==> config.mk <==
export PLATFORM = sky130hd
export DESIGN_NAME = tbr_frame_rx
export DESIGN_NICKNAME = d
export VERILOG_FILES = /design/src/rtl/tbr_pkg.sv /design/src/rtl/tbr_rst_sync.sv /design/src/rtl/tbr_run_ctr.sv /design/src/rtl/tbr_char_shift.sv /design/src/rtl/tbr_frame_rx.sv
export SDC_FILE = /design/constraint.sdc
export NUM_CORES = 1
export LEC_CHECK = 0
export CORE_UTILIZATION = 60
export DETAILED_ROUTE_END_ITERATION = 6
export GPL_ROUTABILITY_DRIVEN = 0
export GPL_TIMING_DRIVEN = 0
export MAX_ROUTING_LAYER = met4
export PLACE_DENSITY = 0.83
export SLEW_MARGIN = 20
export SYNTH_ARGS = -nofsm -noshare
export SYNTH_HDL_FRONTEND = slang
export SYNTH_SLANG_ARGS = --single-unit
==> constraint.sdc <==
create_clock -name clk -period 2.8 [get_ports clk]
set_clock_uncertainty 0.15 [all_clocks]
set_input_delay 0.56 -clock clk [delete_from_list [all_inputs] [get_ports clk]]
set_output_delay 0.56 -clock clk [all_outputs]
set_load 0.02 [all_outputs]
==> src/rtl/tbr_pkg.sv <==
package tbr_pkg;

  typedef enum logic [2:0] {
    ST_IDLE,
    ST_SOF_LOW,
    ST_WAIT_START,
    ST_DATA,
    ST_ERR_WAIT
  } tbr_state_e;

  function automatic int tbr_max(input int a, input int b);
    return (a > b) ? a : b;
  endfunction

endpackage

==> src/rtl/tbr_rst_sync.sv <==
module tbr_rst_sync #(
  parameter int STAGES = 2
) (
  input  logic clk,
  input  logic rst_n_in,
  output logic rst_n_out
);

  logic [STAGES-1:0] sync_q;

  always_ff @(posedge clk or negedge rst_n_in) begin
    if (!rst_n_in) sync_q <= '0;
    else           sync_q <= {sync_q[STAGES-2:0], 1'b1};
  end

  assign rst_n_out = sync_q[STAGES-1];

endmodule

==> src/rtl/tbr_run_ctr.sv <==
module tbr_run_ctr #(
  parameter int W    = 4,
  parameter int MAXV = 15
) (
  input  logic         clk,
  input  logic         rst_n,
  input  logic         en,
  input  logic         clr,
  input  logic         inc,
  output logic [W-1:0] cnt,
  output logic [W-1:0] cnt_inc
);

  localparam logic [W-1:0] LIM = W'(MAXV);

  logic [W-1:0] cnt_d;

  // Saturating increment value, offered to the controller for look-ahead.
  assign cnt_inc = (cnt >= LIM) ? LIM : cnt + 1'b1;

  always_comb begin
    cnt_d = cnt;
    if (en) begin
      if (clr)      cnt_d = '0;
      else if (inc) cnt_d = cnt_inc;
    end
  end

  always_ff @(posedge clk or negedge rst_n) begin
    if (!rst_n) cnt <= '0;
    else        cnt <= cnt_d;
  end

endmodule

==> src/rtl/tbr_char_shift.sv <==
module tbr_char_shift #(
  parameter int CHAR_BITS = 10,
  parameter int DATA_BITS = 8
) (
  input  logic                 clk,
  input  logic                 rst_n,
  input  logic                 en,
  input  logic                 clr,
  input  logic                 shift,
  input  logic                 din,
  output logic [DATA_BITS-1:0] data,
  output logic                 frame_ok,
  output logic                 is_eof
);

  logic [CHAR_BITS-1:0] sr_q;
  logic [CHAR_BITS-1:0] sr_shift;
  logic [CHAR_BITS-1:0] sr_d;

  // The newest bit enters at the top, so the start bit ends up in bit 0.
  assign sr_shift = {din, sr_q[CHAR_BITS-1:1]};
  assign data     = sr_shift[DATA_BITS:1];
  assign frame_ok = sr_shift[CHAR_BITS-1] & ~sr_shift[0];
  assign is_eof   = ~|sr_shift;

  always_comb begin
    sr_d = sr_q;
    if (en) begin
      if (clr)        sr_d = '0;
      else if (shift) sr_d = sr_shift;
    end
  end

  always_ff @(posedge clk or negedge rst_n) begin
    if (!rst_n) sr_q <= '0;
    else        sr_q <= sr_d;
  end

endmodule

==> src/rtl/tbr_frame_rx.sv <==
module tbr_frame_rx #(
  parameter int SPB       = 4,
  parameter int MID       = 2,
  parameter int SOF_MIN   = 10,
  parameter int SOF_MAX   = 12,
  parameter int GAP_LIMIT = 25,
  parameter int CHAR_BITS = 10,
  parameter int DATA_BITS = 8,
  parameter int MAX_BYTES = 256,
  localparam int CNT_W    = $clog2(MAX_BYTES + 1)
) (
  input  logic                 clk,
  input  logic                 rst_n,
  input  logic                 smp_en,
  input  logic                 rx_bit,
  output logic                 byte_vld,
  output logic [DATA_BITS-1:0] byte_data,
  output logic [CNT_W-1:0]     byte_cnt,
  output logic                 frame_done,
  output logic                 err
);
  import tbr_pkg::*;

  localparam int POS_MAXV = GAP_LIMIT + 1;
  localparam int POS_W    = $clog2(POS_MAXV + 1);
  localparam int BIT_MAXV = tbr_max(SOF_MAX + 1, CHAR_BITS);
  localparam int BIT_W    = $clog2(BIT_MAXV + 1);

  localparam logic [POS_W-1:0] P_MID = POS_W'(MID);
  localparam logic [POS_W-1:0] P_SPB = POS_W'(SPB);
  localparam logic [POS_W-1:0] P_GAP = POS_W'(GAP_LIMIT);
  localparam logic [BIT_W-1:0] B_MIN = BIT_W'(SOF_MIN);
  localparam logic [BIT_W-1:0] B_MAX = BIT_W'(SOF_MAX);
  localparam logic [BIT_W-1:0] B_CHR = BIT_W'(CHAR_BITS);

  logic rst_n_s;

  tbr_state_e st_q, st_d;
  logic       last_rx_q;

  logic             pos_clr, pos_inc;
  logic [POS_W-1:0] pos_cnt, pos_nxt;
  logic             bit_clr, bit_inc;
  logic [BIT_W-1:0] bit_cnt, bit_nxt;
  logic             cnt_clr, cnt_inc;
  logic [CNT_W-1:0] cnt_nxt;
  logic             sh_clr, sh_shift;

  logic [DATA_BITS-1:0] chr_data;
  logic                 chr_ok, chr_eof;
  logic                 vld_d, done_d, err_d;

  tbr_rst_sync #(.STAGES(2)) u_rst (
    .clk       (clk),
    .rst_n_in  (rst_n),
    .rst_n_out (rst_n_s)
  );

  // Sample position inside a bit; also measures idle gaps and error recovery.
  tbr_run_ctr #(.W(POS_W), .MAXV(POS_MAXV)) u_pos (
    .clk     (clk),
    .rst_n   (rst_n_s),
    .en      (smp_en),
    .clr     (pos_clr),
    .inc     (pos_inc),
    .cnt     (pos_cnt),
    .cnt_inc (pos_nxt)
  );

  // Bit count: low bits of the start phase, then bits of a character.
  tbr_run_ctr #(.W(BIT_W), .MAXV(BIT_MAXV)) u_bits (
    .clk     (clk),
    .rst_n   (rst_n_s),
    .en      (smp_en),
    .clr     (bit_clr),
    .inc     (bit_inc),
    .cnt     (bit_cnt),
    .cnt_inc (bit_nxt)
  );

  // Byte count of the current frame, saturating at MAX_BYTES.
  tbr_run_ctr #(.W(CNT_W), .MAXV(MAX_BYTES)) u_bytes (
    .clk     (clk),
    .rst_n   (rst_n_s),
    .en      (smp_en),
    .clr     (cnt_clr),
    .inc     (cnt_inc),
    .cnt     (byte_cnt),
    .cnt_inc (cnt_nxt)
  );

  tbr_char_shift #(.CHAR_BITS(CHAR_BITS), .DATA_BITS(DATA_BITS)) u_shift (
    .clk      (clk),
    .rst_n    (rst_n_s),
    .en       (smp_en),
    .clr      (sh_clr),
    .shift    (sh_shift),
    .din      (rx_bit),
    .data     (chr_data),
    .frame_ok (chr_ok),
    .is_eof   (chr_eof)
  );

  always_comb begin
    st_d     = st_q;
    pos_clr  = 1'b0;
    pos_inc  = 1'b0;
    bit_clr  = 1'b0;
    bit_inc  = 1'b0;
    cnt_clr  = 1'b0;
    cnt_inc  = 1'b0;
    sh_clr   = 1'b0;
    sh_shift = 1'b0;
    vld_d    = 1'b0;
    done_d   = 1'b0;
    err_d    = 1'b0;
    unique case (st_q)
      ST_IDLE: begin
        if (!rx_bit && last_rx_q) begin
          st_d    = ST_SOF_LOW;
          pos_clr = 1'b1;
          bit_clr = 1'b1;
        end
      end
      ST_SOF_LOW: begin
        pos_inc = 1'b1;
        if (pos_nxt == P_SPB) pos_clr = 1'b1;
        if (pos_nxt == P_MID) begin
          if (rx_bit) begin
            if (bit_cnt >= B_MIN) begin
              st_d    = ST_WAIT_START;
              pos_clr = 1'b1;
              cnt_clr = 1'b1;
            end else begin
              st_d = ST_IDLE;
            end
          end else begin
            bit_inc = 1'b1;
            if (bit_nxt > B_MAX) begin
              st_d    = ST_ERR_WAIT;
              err_d   = 1'b1;
              pos_clr = 1'b1;
            end
          end
        end
      end
      ST_WAIT_START: begin
        if (rx_bit) begin
          pos_inc = 1'b1;
          if (pos_cnt >= P_GAP) begin
            st_d    = ST_ERR_WAIT;
            err_d   = 1'b1;
            pos_clr = 1'b1;
          end
        end else begin
          st_d    = ST_DATA;
          pos_clr = 1'b1;
          bit_clr = 1'b1;
          sh_clr  = 1'b1;
        end
      end
      ST_DATA: begin
        pos_inc = 1'b1;
        if (pos_nxt == P_SPB) pos_clr = 1'b1;
        if (pos_nxt == P_MID) begin
          sh_shift = 1'b1;
          bit_inc  = 1'b1;
          if (bit_nxt == B_CHR) begin
            if (chr_ok) begin
              st_d    = ST_WAIT_START;
              pos_clr = 1'b1;
              if (cnt_nxt != byte_cnt) begin
                vld_d   = 1'b1;
                cnt_inc = 1'b1;
              end
            end else if (chr_eof) begin
              st_d   = ST_IDLE;
              done_d = 1'b1;
            end else begin
              st_d    = ST_ERR_WAIT;
              err_d   = 1'b1;
              pos_clr = 1'b1;
            end
          end
        end
      end
      ST_ERR_WAIT: begin
        if (rx_bit) begin
          pos_inc = 1'b1;
          if (pos_nxt >= P_SPB) st_d = ST_IDLE;
        end else begin
          pos_clr = 1'b1;
        end
      end
      default: st_d = ST_IDLE;
    endcase
  end

  always_ff @(posedge clk or negedge rst_n_s) begin
    if (!rst_n_s) begin
      st_q      <= ST_IDLE;
      last_rx_q <= 1'b0;
    end else if (smp_en) begin
      st_q      <= st_d;
      last_rx_q <= rx_bit;
    end
  end

  always_ff @(posedge clk or negedge rst_n_s) begin
    if (!rst_n_s) begin
      byte_vld   <= 1'b0;
      frame_done <= 1'b0;
      err        <= 1'b0;
    end else begin
      byte_vld   <= smp_en & vld_d;
      frame_done <= smp_en & done_d;
      err        <= smp_en & err_d;
    end
  end

  always_ff @(posedge clk or negedge rst_n_s) begin
    if (!rst_n_s)             byte_data <= '0;
    else if (smp_en && vld_d) byte_data <= chr_data;
  end

endmodule

==> Yosys cells after proc, flatten, opt, wreduce, memory -nomap -nowiden <==
Cells that the tools add are included.
{ "op_classes": {"n_addsub": 3, "magnitude_cmp": 7, "eq_ne": 16, "mux": 70, "n_bitwise": 5, "reduce_logical": 16} }
{ "op_table": {"columns": ["operator", "count"], "rows": [
  ["two-way mux 1 bit", 40],
  ["two-way mux 3 bit", 12],
  ["two-way mux 9 bit", 3],
  ["two-way mux 10 bit", 2],
  ["two-way mux 5 bit", 3],
  ["one-hot mux 3 bit (5 select lines)", 1],
  ["two-way mux 4 bit", 3],
  ["inequality test 2 bit (second input constant)", 6],
  ["greater-or-equal comparator 5 bit (second input constant)", 2],
  ["OR reduction 10 bit", 1],
  ["adder 9 x 1 -> 9 bit (second input constant)", 1],
  ["greater-or-equal comparator 9 bit (second input constant)", 1],
  ["inequality test 9 bit", 1],
  ["AND reduction 9 bit", 1],
  ["greater-or-equal comparator 4 bit (second input constant)", 2],
  ["AND reduction 2 bit", 4],
  ["nonzero test 2 bit", 4],
  ["== test 3 x 2 -> 1 bit (second input constant)", 2],
  ["inequality test 3 bit (second input constant)", 2],
  ["one-hot mux 1 bit (2 select lines)", 3],
  ["adder 5 x 1 -> 5 bit (second input constant)", 1],
  ["== test 5 x 2 -> 1 bit (second input constant)", 1],
  ["== test 5 x 3 -> 1 bit (second input constant)", 1],
  ["greater-or-equal comparator 5 x 3 -> 1 bit (second input constant)", 1],
  ["other kinds (14)", 19]
]} }
{ "totals": {"regBits": 45, "in_bits": 4, "out_inout_bits": 20} }

==> Logic depth before layout (Yosys ltp) <==
Gate-level depths: netlist of the first run.
{ "depth": {"ltp_word": 11, "depth_mapped": 9, "ltp_nobuf": 8} }

==> By module <==
From an unflattened synthesis of the first run, not the netlist that was laid out.
{ "unflattened": {"hier_cells": 295, "area_unflattened_um2": 2836.5} }
{ "modules_own_cells": {"columns": ["mod", "instances", "cells_per_inst", "area_each_um2", "seq_area_each_um2"], "rows": [
  ["tbr_frame_rx", 1, 103, 1017.2, 375.4],
  ["tbr_run_ctr (u_bytes)", 1, 71, 616.8, 225.2],
  ["tbr_char_shift", 1, 51, 495.5, 225.2],
  ["tbr_run_ctr (u_pos)", 1, 34, 340.3, 125.1],
  ["tbr_run_ctr (u_bits)", 1, 33, 312.8, 100.1],
  ["tbr_rst_sync", 1, 3, 53.8, 50.0]
]} }

==> Worst setup path before layout of the first run <==
OpenSTA, ideal clock, no wires.
{ "synth_path": {"path_type": "register to register", "startpoint": "register u_pos.cnt[0]", "endpoint": "register byte_data[0]", "setup_ps": 125, "arrival_ps": 2196, "required_ps": 2525, "slack_ps": 329, "stages_incl_launch_ff": 9, "path_buffers": 1, "period_less_slack_ps": 2471, "cell_sequence": "dfrtp_1 inv_1 ha_1 nand2b_1 a21bo_2 a211oi_4 and3_1 buf_6 mux2_4"} }
{ "synth_between": {"elab_chain_cells": 6} }
{ "synth_rtl": {"columns": ["element", "line_no", "rtl"], "rows": [
  ["from (decl)", "tbr_run_ctr.sv:10", "output logic [W-1:0] cnt,"],
  ["from (signal assigned)", "tbr_run_ctr.sv:31", "else cnt <= cnt_d;"],
  ["adder 5 x 1 -> 5 bit or greater-or-equal comparator 5 bit (tied branches)", "tbr_run_ctr.sv:19", "assign cnt_inc = (cnt >= LIM) ? LIM : cnt + 1'b1;"],
  ["two-way mux 5 bit (*)", "tbr_run_ctr.sv:19", null],
  ["== test 5 x 2 -> 1 bit (*)", "tbr_frame_rx.sv:165", "if (pos_nxt == P_MID) begin"],
  ["two-way mux 1 bit (*)", "tbr_frame_rx.sv:165", null],
  ["two-way mux 1 bit (*)", "tbr_frame_rx.sv:117", "unique case (st_q)"],
  ["logical AND 1 bit (*)", "tbr_frame_rx.sv:223", "else if (smp_en && vld_d) byte_data <= chr_data;"],
  ["to (signal assigned)", "tbr_frame_rx.sv:223", null],
  ["to (decl)", "tbr_frame_rx.sv:17", "output logic [DATA_BITS-1:0] byte_data,"]
]} }
Mark *: on every way between the ends. The rest lies on a longest branch, timed or not.
A chain may end at the register's enable or synchronous reset.

==> Worst setup path in the final report of the first run <==
{ "layout_path": {"startpoint": "register u_pos.cnt[0]", "endpoint": "register byte_data[1]"} }
The elaborated chain is that of the path after synthesis.

==> out/results.md, run 1 <==
* **Final ANT Viol Nets** 0
* **internal reg-to-reg setup slack** 90 ps
* **sequential fraction of the synthesis area** 41.8%
* **Syn Area/Cell** 10.0 µm²
* **total of buffers placed on input and output ports** 23
* **insertion delay to the later sink of the worst-skew pair** 310 ps
* **GRT overflow** 0
* **startpoint types** flip-flop
* **Clock Tree Root** clkbuf_8
* **total global routing track utilization** 26.9%
* **Pre-antenna DRT Iters** 4
* **area occupied by registers** 1100 µm²
* **number of buffers created by CTS** 5
* **simple-gate share of the synthesized area** 20.4%
* **Die Height** 68.3 µm
* **main area contributors after synthesis** dfrtp_1 (42%), mux2_4 (5.1%), ha_1 (4.3%), a21bo_2 (3.4%), nand2_1 (3.0%)
* **Post-Synth Adder-Cell Area** 4.27%
* **maximum count of clock buffers along a single path** 2
* **number of antenna repair diodes** 0
* **power density over the cells** 722 nW/µm²
* **area share of the largest cell type after synthesis** 41.8%
* **Worst R2R End** byte_data[1]
* **clock slew seen by the registers of the worst setup and hold paths** 80 ps
* **worst IR drop on VDD** 0.553 mV
* **total leakage power** 1.40 nW
* **count of final setup violators** 0
* **Area growth, synth to finish** 18.5%
* **vias per cell** 6.30
* **maximum fanout along the worst path** 10
* **x dimension of the die** 68.3 µm
* **proportion of layout cells with a drive suffix above 1** 18.3%
* **most frequently used cell type in the post-synthesis netlist** dfrtp_1
* **pin count of the biggest net entering global routing** 24
* **aggregate routed wire length** 5.70 mm
* **cell area after placement** 2960 µm²
* **Synth Warn #** 0
* **area of the multi-input gates** 1430 µm²
* **top_reg_cell synth** dfrtp_1
* **Synth Net Count** 276
* **post-synthesis instance total** 263
* **multiplexer share of the synthesized area** 6.69%
* **largest area contributor in the netlist** dfrtp_1
* **Final Non-Filler Cells** 350
* **Worst Reg2Reg Path Length in Cells** 8
* **count of standard-cell rows** 23
* **remaining routing DRC violations** 0
* **final net count** 312
* **Netlist Area Pre-Place** 2640 µm²
* **origin of the critical flop-to-flop path** u_pos.cnt[0]
* **Synth Area in Compound Gates** 21.7%
* **result of the run** complete, no violations
* **achievable frequency** 369 MHz
* **total of max-cap violations** 0
* **# clock sinks** 44
* **Hold Vio Cnt, Final** 0
* **post-route fraction of the period consumed by the critical path** 96.7%
* **Post-Synth XOR/XNOR Area** 0.997%
* **list of most frequent post-synthesis cells** dfrtp_1 (44), nand2_1 (21), nor2_1 (17)
* **effective utilization at floorplan** 64.1%
* **initial antenna violation count** 0
* **Worst-Margin Slew** 674 ps
* **Final Hold Slack** 84.3 ps
* **per-cell routed wire length** 16.3 µm
* **count of filler cells inserted in the layout** 312
* **worst slack after detailed placement** -122 ps
* **TritonCTS clock tree** yes
* **count of flip-flops with a built-in enable after synthesis** 0
* **Synth Register Bits** 44
* **final critical delay including setup and external delays** 2710 ps
* **kind of path behind the tightest hold check** flip-flop to asynchronous set/reset pin
* **kind of end point of the critical path** flip-flop
* **Final Max Slew Viols** 0
* **full die area** 4660 µm²
* **Design Power** 2.25 mW
* **number of cells in the design after placement** 337
* **Core Box Area** 4120 µm²
* **Async S/R FF share, synth** 100%
* **number of top-level pins** 24
* **data arrival time at the worst-slack endpoint** 2740 ps
* **relative max-transition margin** 54.6%
* **number of global-route vias before repair** 1925
* **number of distinct library cells after synthesis** 66
* **final worst slack** 93.3 ps
* **first-pass GRT wire length** 8.89 mm
* **cts hold-fix bufs** 0
* **required time at the endpoint of the critical path** 2830 ps
* **H-tree depth** 2
* **Iter 0 DRT Violations** 132
* **placed wire-length estimate** 4.04 mm
* **vias post-DR** 2205
* **Worst Setup Path Type** flip-flop to flip-flop
* **final non-filler cell area** 3120 µm²
* **dominant combinational cell family by area after synthesis** compound AO/OA/AOI/OAI gates
==> stage by stage <==
step | setup TNS, ps | utilization (%)
6_report | 0 | 75.9
5_1_grt | -84.5 | 75.9
4_1_cts | 0 | 74.9
3_5_place_dp | -881 | 71.9
3_3_place_gp | -762 | 71.2
2_1_floorplan | 0 | -
==> kinds of logic after synthesis <==
kind of cell / count (synthesis)
simple gates: 101
fa+ha+maj: 9
other cells: 1
mux: 13
compound gates: 70
buf+inv: 22
flops: 44
xor+xnor: 3
==> report_power, final <==
| group | switching, mW | internal [mW] |
|---|---|---|
| Clock | 0.212 | 0.315 |
| Combinational | 0.479 | 0.345 |
| Sequential | 0.156 | 0.746 |
| Total | 0.848 | 1.41 |
==> critical path: stages, from the launching register on <==
cell,delay [ps]
dfrtp_2,430
inv_1,80
ha_1,310
nand2b_1,170
a21bo_2,260
a211oi_4,430
and3_1,260
buf_6,180
mux2_4,310
==> registers in the layout (all words and copies together), names as in the netlist <==
name / cells
u_pos.cnt: 5
u_rst.sync_q: 2
byte_data: 8
frame_done: 1
err: 1
u_shift.sr_q: 9
u_bits.cnt: 4
u_bytes.cnt: 9
byte_vld: 1
last_rx_q: 1
st_q: 3
==> how the worst max path moves through the flow <==
stage	startpoint	end	slack, ps	cells after the start
6_report	u_pos.cnt[0]	byte_data[1]	90	8
5_1_grt	u_pos.cnt[0]	byte_data[1]	-20	8
4_1_cts	u_pos.cnt[0]	byte_data[1]	30	8
3_5_place_dp	rx_bit	u_bytes.cnt[7]	-120	7
2_1_floorplan	u_pos.cnt[0]	byte_data[0]	330	8
3_3_place_gp	rx_bit	u_bytes.cnt[7]	-120	7
==> layer usage <==
layer | vias up | wire length, µm | global-route usage (%)
li1 | 1059 | - | -
met1 | 1075 | 2680 | 34.6
met2 | 62 | 2670 | 41.3
met3 | 9 | 281 | 6.50
met4 | 0 | 74 | 9.38
met5 | - | 0 | -
==> layout by cell type, fill, tap and decap left out, types with 3 or more instances in the layout <==
cell and n:
and2_1 3, or4_1 4, nor2_1 17, a22o_1 3, a21oi_1 9, nand2b_1 4
clkbuf_8 7, nor4_1 3, ha_1 9, dfrtp_1 42, a211o_1 4, o21ai_0 5
nand4_1 11, nor3_1 9, a21o_1 3, clkdlybuf4s50_1 23, mux2_4 9, mux2i_1 3
nand3_1 10, buf_2 4, and3_1 4, a21bo_2 9, inv_1 11, buf_4 8
a31oi_1 3, nor3b_1 4, nand2_1 21, xnor2_1 3, o31ai_1 3, o21ai_1 4
==> final cells by class <==
| type | count | share of cell area [%] |
|---|---|---|
| multi-input combinational | 197 | 45.8 |
| clock inverter | 1 | 0.962 |
| inverter | 11 | 1.32 |
| buffer | 11 | 2.08 |
| timing repair buffer | 29 | 9.46 |
| sequential | 44 | 35.3 |
| clock buffer | 7 | 3.08 |
| tap | 50 | 2.00 |
==> what timing repair did <==
action | 4_1_cts | 5_1_grt
setup endpoints to repair | 0 | 9
endpoints found under the hold margin | 0 | 0
gates resized for setup | 0 | 1
buffers inserted | 0 | 5
Power figures use the tool's default switching activity.
==> run 2: changes to the inputs <==
--- a/config.mk
+++ b/config.mk
@@ -5,6 +5,7 @@
 export SDC_FILE = /design/constraint.sdc
 export NUM_CORES = 1
 export LEC_CHECK = 0
+export ABC_CLOCK_PERIOD_IN_PS = 2800
 export CORE_UTILIZATION = 60
 export DETAILED_ROUTE_END_ITERATION = 6
 export GPL_ROUTABILITY_DRIVEN = 0
==> results of run 2 <==
No change in the layout: final DEF, timing and power equal those of run 1.
